**config.mk**
```make
export PLATFORM = sky130hd
export DESIGN_NAME = mram_toggle_wctl
export DESIGN_NICKNAME = d
export VERILOG_FILES = /design/src/rtl/mram_twc_pkg.sv /design/src/rtl/mram_twc_sel.sv /design/src/rtl/mram_twc_timer.sv /design/src/rtl/mram_toggle_wctl.sv
export SDC_FILE = /design/constraint.sdc
export NUM_CORES = 1
export LEC_CHECK = 0
export ABC_AREA = 1
export BUFFER_PORTS_ARGS = -buffer_cell sky130_fd_sc_hd__buf_4
export CAP_MARGIN = 25
export CORE_UTILIZATION = 47
export DETAILED_ROUTE_END_ITERATION = 8
export PLACE_DENSITY = 0.74
export SETUP_SLACK_MARGIN = 0.02
export SYNTH_ARGS = -nofsm -noshare
export SYNTH_HDL_FRONTEND = slang
export SYNTH_SLANG_ARGS = --single-unit
export TNS_END_PERCENT = 5
```
**constraint.sdc**
```tcl
create_clock -name clk -period 5.9 [get_ports clk]
set_clock_uncertainty 0.1 [all_clocks]
set_input_delay 1.77 -clock clk [delete_from_list [all_inputs] [get_ports clk]]
set_output_delay 1.77 -clock clk [all_outputs]
set_load 0.05 [all_outputs]
```
**src/rtl/mram_twc_pkg.sv**
```systemverilog
package mram_twc_pkg;
  typedef enum logic [1:0] {
    ST_IDLE  = 2'd0,
    ST_READ  = 2'd1,
    ST_PULSE = 2'd2
  } wstate_t;
endpackage

```
**src/rtl/mram_twc_sel.sv**
```systemverilog
module mram_twc_sel #(
  parameter int SUBS = 4,
  parameter int BPS  = 4,
  localparam int W   = SUBS * BPS
) (
  input  logic [W-1:0]    stored,
  input  logic [W-1:0]    wdata,
  input  logic            conv,
  output logic [W-1:0]    bit_sel,
  output logic [SUBS-1:0] sub_sel
);
  // conventional writes drive every cell; toggle writes only flip differing cells
  assign bit_sel = conv ? {W{1'b1}} : (stored ^ wdata);

  for (genvar s = 0; s < SUBS; s++) begin : g_sub
    assign sub_sel[s] = |bit_sel[s*BPS +: BPS];
  end
endmodule

```
**src/rtl/mram_twc_timer.sv**
```systemverilog
module mram_twc_timer #(
  parameter int CW = 5
) (
  input  logic          clk,
  input  logic          rst,
  input  logic          start,
  input  logic [CW-1:0] wl_len,
  input  logic [CW-1:0] bl_len,
  input  logic [CW-1:0] lag,
  output logic          wl_act,
  output logic          bl_act,
  output logic          last
);
  logic          run;
  logic [CW:0]   cnt, nxt, wlw_q, d_q, e_q;

  function automatic logic [CW:0] eff(input logic [CW-1:0] v);
    return (v == '0) ? (CW+1)'(1) : {1'b0, v};
  endfunction

  assign nxt  = cnt + 1'b1;
  assign last = run && (nxt == wlw_q);

  always_ff @(posedge clk) begin
    if (rst) begin
      run    <= 1'b0;
      cnt    <= '0;
      wlw_q  <= '0;
      d_q    <= '0;
      e_q    <= '0;
      wl_act <= 1'b0;
      bl_act <= 1'b0;
    end else if (start) begin
      run    <= 1'b1;
      cnt    <= '0;
      wlw_q  <= eff(wl_len);
      d_q    <= eff(lag);
      e_q    <= eff(lag) + eff(bl_len);
      wl_act <= 1'b1;
      bl_act <= 1'b0;
    end else if (run) begin
      if (last) begin
        run    <= 1'b0;
        wl_act <= 1'b0;
        bl_act <= 1'b0;
      end else begin
        cnt    <= nxt;
        bl_act <= (nxt >= d_q) && (nxt < e_q);
      end
    end
  end

  // bit-line window is nested inside the word-line window
  a_r12_bl_nested: assert property (@(posedge clk) disable iff (rst)
    bl_act |-> wl_act);
  // the bit-line never starts together with the word-line
  a_r4_wl_first: assert property (@(posedge clk) disable iff (rst)
    $rose(wl_act) |-> !bl_act);
endmodule

```
**src/rtl/mram_toggle_wctl.sv**
```systemverilog
module mram_toggle_wctl #(
  parameter int SUBS = 4,
  parameter int BPS  = 4,
  parameter int AW   = 4,
  parameter int CW   = 5,
  localparam int W   = SUBS * BPS
) (
  input  logic            clk,
  input  logic            rst,
  input  logic            wr_req,
  input  logic [AW-1:0]   wr_addr,
  input  logic [W-1:0]    wr_data,
  input  logic            toggle_mode,
  input  logic [CW-1:0]   wl_cycles,
  input  logic [CW-1:0]   bl_cycles,
  input  logic [CW-1:0]   bl_lag,
  output logic            rd_req,
  output logic [AW-1:0]   rd_addr,
  input  logic            rd_valid,
  input  logic [W-1:0]    rd_data,
  output logic [SUBS-1:0] wl_en,
  output logic [W-1:0]    bl_en,
  output logic [W-1:0]    bl_pol,
  output logic            busy,
  output logic            done
);
  import mram_twc_pkg::*;

  wstate_t         st;
  logic [AW-1:0]   addr_q;
  logic [W-1:0]    data_q, bsel_q;
  logic [SUBS-1:0] ssel_q;
  logic            conv_q, done_q;
  logic [W-1:0]    cmp_bits;
  logic [SUBS-1:0] cmp_subs;
  logic            idle_take, rd_take, t_start, t_wl, t_bl, t_last;

  assign idle_take = (st == ST_IDLE) && wr_req;
  assign rd_take   = (st == ST_READ) && rd_valid;
  assign t_start   = (idle_take && !toggle_mode) || (rd_take && (cmp_bits != '0));

  mram_twc_sel #(.SUBS(SUBS), .BPS(BPS)) u_sel (
    .stored  (rd_data),
    .wdata   ((st == ST_IDLE) ? wr_data : data_q),
    .conv    ((st == ST_IDLE) ? !toggle_mode : conv_q),
    .bit_sel (cmp_bits),
    .sub_sel (cmp_subs)
  );

  mram_twc_timer #(.CW(CW)) u_timer (
    .clk    (clk),
    .rst    (rst),
    .start  (t_start),
    .wl_len (wl_cycles),
    .bl_len (bl_cycles),
    .lag    (bl_lag),
    .wl_act (t_wl),
    .bl_act (t_bl),
    .last   (t_last)
  );

  always_ff @(posedge clk) begin
    if (rst) begin
      st     <= ST_IDLE;
      addr_q <= '0;
      data_q <= '0;
      bsel_q <= '0;
      ssel_q <= '0;
      conv_q <= 1'b0;
      done_q <= 1'b0;
    end else begin
      done_q <= 1'b0;
      case (st)
        ST_IDLE: if (wr_req) begin
          addr_q <= wr_addr;
          data_q <= wr_data;
          conv_q <= !toggle_mode;
          if (!toggle_mode) begin
            bsel_q <= cmp_bits;
            ssel_q <= cmp_subs;
            st     <= ST_PULSE;
          end else begin
            st     <= ST_READ;
          end
        end
        ST_READ: if (rd_valid) begin
          if (cmp_bits == '0) begin
            st     <= ST_IDLE;
            done_q <= 1'b1;
          end else begin
            bsel_q <= cmp_bits;
            ssel_q <= cmp_subs;
            st     <= ST_PULSE;
          end
        end
        ST_PULSE: if (t_last) begin
          st     <= ST_IDLE;
          done_q <= 1'b1;
        end
        default: st <= ST_IDLE;
      endcase
    end
  end

  assign rd_req  = (st == ST_READ);
  assign rd_addr = addr_q;
  assign busy    = (st != ST_IDLE);
  assign done    = done_q;
  assign wl_en   = t_wl ? ssel_q : '0;
  assign bl_en   = t_bl ? bsel_q : '0;
  assign bl_pol  = (t_bl && conv_q) ? data_q : '0;

  // no read request while current pulses are applied
  a_r9_no_read_in_pulse: assert property (@(posedge clk) disable iff (rst)
    ((wl_en != '0) || (bl_en != '0)) |-> !rd_req);
  // toggle writes use a single bit-line direction
  a_r7_single_dir: assert property (@(posedge clk) disable iff (rst)
    !conv_q |-> (bl_pol == '0));
  // done coincides with idle
  a_r11_done_idle: assert property (@(posedge clk) disable iff (rst)
    done |-> !busy);
  // identical word ends the cycle right after the read
  a_r10_skip_pulses: assert property (@(posedge clk) disable iff (rst)
    (rd_take && (cmp_bits == '0)) |=> (done && (wl_en == '0)));
  // a toggle pulse sequence always follows a read
  a_r2_read_first: assert property (@(posedge clk) disable iff (rst)
    ($rose(t_wl) && !conv_q) |-> $past(st == ST_READ));

  for (genvar s = 0; s < SUBS; s++) begin : g_chk
    // bit lines of a sub-array only inside its own word-line pulse
    a_r12_sub_wl: assert property (@(posedge clk) disable iff (rst)
      (bl_en[s*BPS +: BPS] != '0) |-> wl_en[s]);
  end
endmodule

```
==> out/qor.csv <==
stage,metric,value,unit
global_route,overflow,0,
global_route,met2_usage,35.2,%
timing,fin_hold_ws,375,ps
synthesis,ys_ff_latch,69,
detailed_routing,drtAntennaViolNets,0,
detailed_routing,drt_pass1_iterations,8,
timing,hold_violations,0,
placement,portBuffers,98,
global_route,first_global_vias,3860,
synthesis,yosysTopAreaCell,dfxtp_1,
detailed_routing,routed_wl,10.8,mm
die,coreArea,8850,sq um
synthesis,async_flop_share,0,%
setup_path,worstSetupStartpointType,register,
power,leakage,2.86,nW
power,clkPwrFrac,18.7,%
cells_and_area,fin_area,5250,sq um
synthesis,synth_edf_count,0,
global_route,grt_max_degree,52,
global_route,use_met3,3.44,%
cells_and_area,area_delta_synth_final,20.9,%
flow_run,max-cap-violations,0,
global_route,top_usage_layer,met2,
min_path,holdPathStages,2,
placement,post-dp-hpwl,7.74,mm
placement,place_ws,2040,ps
setup_path,critPathCaptureType,output port,
placement,placed_area,5030,sq um
min_path,hold_class,reg -> reg,
timing,fin_tns_setup,0,ps
setup_path,r2r_cells,14,
detailed_routing,drtIter0Drc,275,
clocking,insertion_delay,350,ps
setup_path,cp_max_fo,18,
timing,rsz0062_at_grt,no,
synthesis,ys_types,33,
timing,max_freq,0.245,GHz
die,num_rows,34,
timing,drv_slew,0,
die,dieHeight,98.1,microns
synthesis,ys_top_cells_by_area,"dfxtp_1 32%, nand2_1 15%, inv_1 9.1%",
clocking,ctsResizeCount,0,
clocking,cts_buffers,9,
outcome,outcome,"complete, but fails checks",
synthesis,synth_nets,773,
setup_path,crit_type,reg -> out,
clocking,clk_pin_slew,80,ps
global_route,use_met1,30.9,%
timing,fin_ws,1810,ps
synthesis,syn-instance-count,696,
detailed_routing,drc_errors,6,
synthesis,netlist_area,4340,sq um
power,seq_power_share,30.7,%
timing,relSlewSlack,33.1,%
die,num_io_pins,99,
cells_and_area,antenna_cells,0,
synthesis,ys_warn_count,0,
power,p_sw_share,45.5,%
global_route,antenna_found_initial,0,
power,combPwrFrac,50.7,%
detailed_routing,detail_route.wl_per_cell,12.2,microns
die,die-area,9620,sq um
timing,final.period_utilization,69.2,%
clocking,cts_tree,done,
clocking,holdBufCountCts,0,
power,powerDensity,416,nW/um^2
setup_path,crit_required,4030,ps
cells_and_area,nets,847,
timing,tightest_slew,1000,ps
clocking,cts_max_path_buffers,2,
setup_path,worstPathArrival,2220,ps
power,p_int,1.19,mW
synthesis,synth.yosys.seq_area_share,31.8,%
clocking,cts-root-buf,clkbuf_8,
die,die_width,98.1,microns
power,power,2.18,mW
power,irDropWorstVdd,0.202,mV
placement,gp_congestion,0.913,
timing,period_needed,4090,ps
synthesis,syn_avg_cell_area,6.23,sq um
global_route,grt_usage,22.5,%
power,power.switching,0.993,mW
clocking,cts_sinks,69,
timing,setup_viol,0,
die,start_util,49.0,%
detailed_routing,vias,4391,
cells_and_area,drive_above_1_share,16.9,%
clocking,cts_max_level,3,
synthesis,synth_flop_cell,dfxtp_1,
synthesis,synth_top_area_share,31.8,%
outcome,violations,design-rule violations,
global_route,grt_pass1_wl,17.5,mm
clocking,post_cts_buffers,0,
detailed_routing,routed_via_density,4.97,
placed cells by master (no fill, tap or decap):
master,instances
fa_1,1
o221a_2,1
inv_4,1
a211oi_1,2
nand4_1,6
inv_1,105
bufinv_16,1
nand3b_1,9
o211ai_1,1
clkinv_2,3
nand2_2,3
nor2_2,2
nor4_1,1
o41ai_1,1
xor2_1,5
o21ai_2,1
or2_2,4
nor2_1,88
xnor2_1,2
clkinv_1,1
ha_1,20
o21ai_1,1
o21ai_0,27
buf_4,101
a21oi_1,62
nand2_1,176
a31oi_1,1
nand3_1,63
dfxtp_1,69
clkbuf_8,12
nand3_2,2
a21boi_0,3
cells in the mapped netlist, drive strengths merged (2+ instances only):
library cell,number
nand3,65
xnor2,2
a21boi,3
or2,4
dfxtp,69
inv,106
a211oi,2
nand4,6
ha,20
nand2,179
buf,17
xor2,5
clkbuf,21
o21ai,29
a21oi,62
nand3b,9
nor2,90
per-layer routing:
layer,wire [microns],vias up
met5,0,-
met4,188,0
met2,4820,114
met1,5180,1936
li1,-,2326
met3,613,15
stage by stage:
step | instances | utilization (%)
global route | 883 | 59.3
global placement | 867 | 56.9
floorplan | 696 | -
finish | 883 | 59.3
detailed placement | 867 | 56.9
CTS | 883 | 59.3
power groups by stage:
stage	clock network, mW	registers, mW	logic, mW
2_1_floorplan	0	0.685	0.896
3_3_place_gp	0	0.675	1.07
3_5_place_dp	0	0.678	1.10
4_1_cts	0.416	0.670	1.10
5_1_grt	0.439	0.685	1.25
6_report	0.408	0.670	1.11
kinds of logic (layout without fill, tap and decap cells):
family                   Yosys count  count (layout)  share of synthesized area (%)
AO/OA/AOI/OAI                    100             100                           12.2
flip-flops                        69              69                           31.8
buffers and inverters            145             224                           13.9
AND/OR/NAND/NOR                  354             354                           34.4
XOR/XNOR                           7               7                           1.41
adder cells (fa/ha/maj)           21              21                           6.23
final timing paths:
path	slack, ps	to	startpoint
worst max-delay path	1810	bl_pol[4]	u_timer.bl_act
worst min-delay path	380	data_q[12]	data_q[12]
worst max register to register	2470	u_timer.bl_act	st[0]
worst min register to register	380	data_q[12]	data_q[12]
flip-flops by register name, summed over array words and instances, names as in the netlist:
signal and count:
data_q 16, bsel_q 16, u_timer.wlw_q 5, u_timer.run 1, st 2, u_timer.bl_act 1, u_timer.wl_act 1, u_timer.e_q 6
done 1, u_timer.cnt 6, ssel_q 4, rd_addr 4, conv_q 1, u_timer.d_q 5
critical path, cell delays in order (launching register included):
cell,delay (ps)
dfxtp_1,760
nand2_1,570
nor2_1,290
buf_4,240
area by class of cell:
cell class | instances | area [sq um]
Fill cell | 875 | 3600
Multi-Input combinational cell | 482 | 2360
Sequential cell | 69 | 1380
Timing Repair Buffer | 101 | 758
Inverter | 107 | 404
Clock buffer | 12 | 165
Tap cell | 108 | 135
Clock inverter | 4 | 45.0
(Power assumes the default switching activity.)
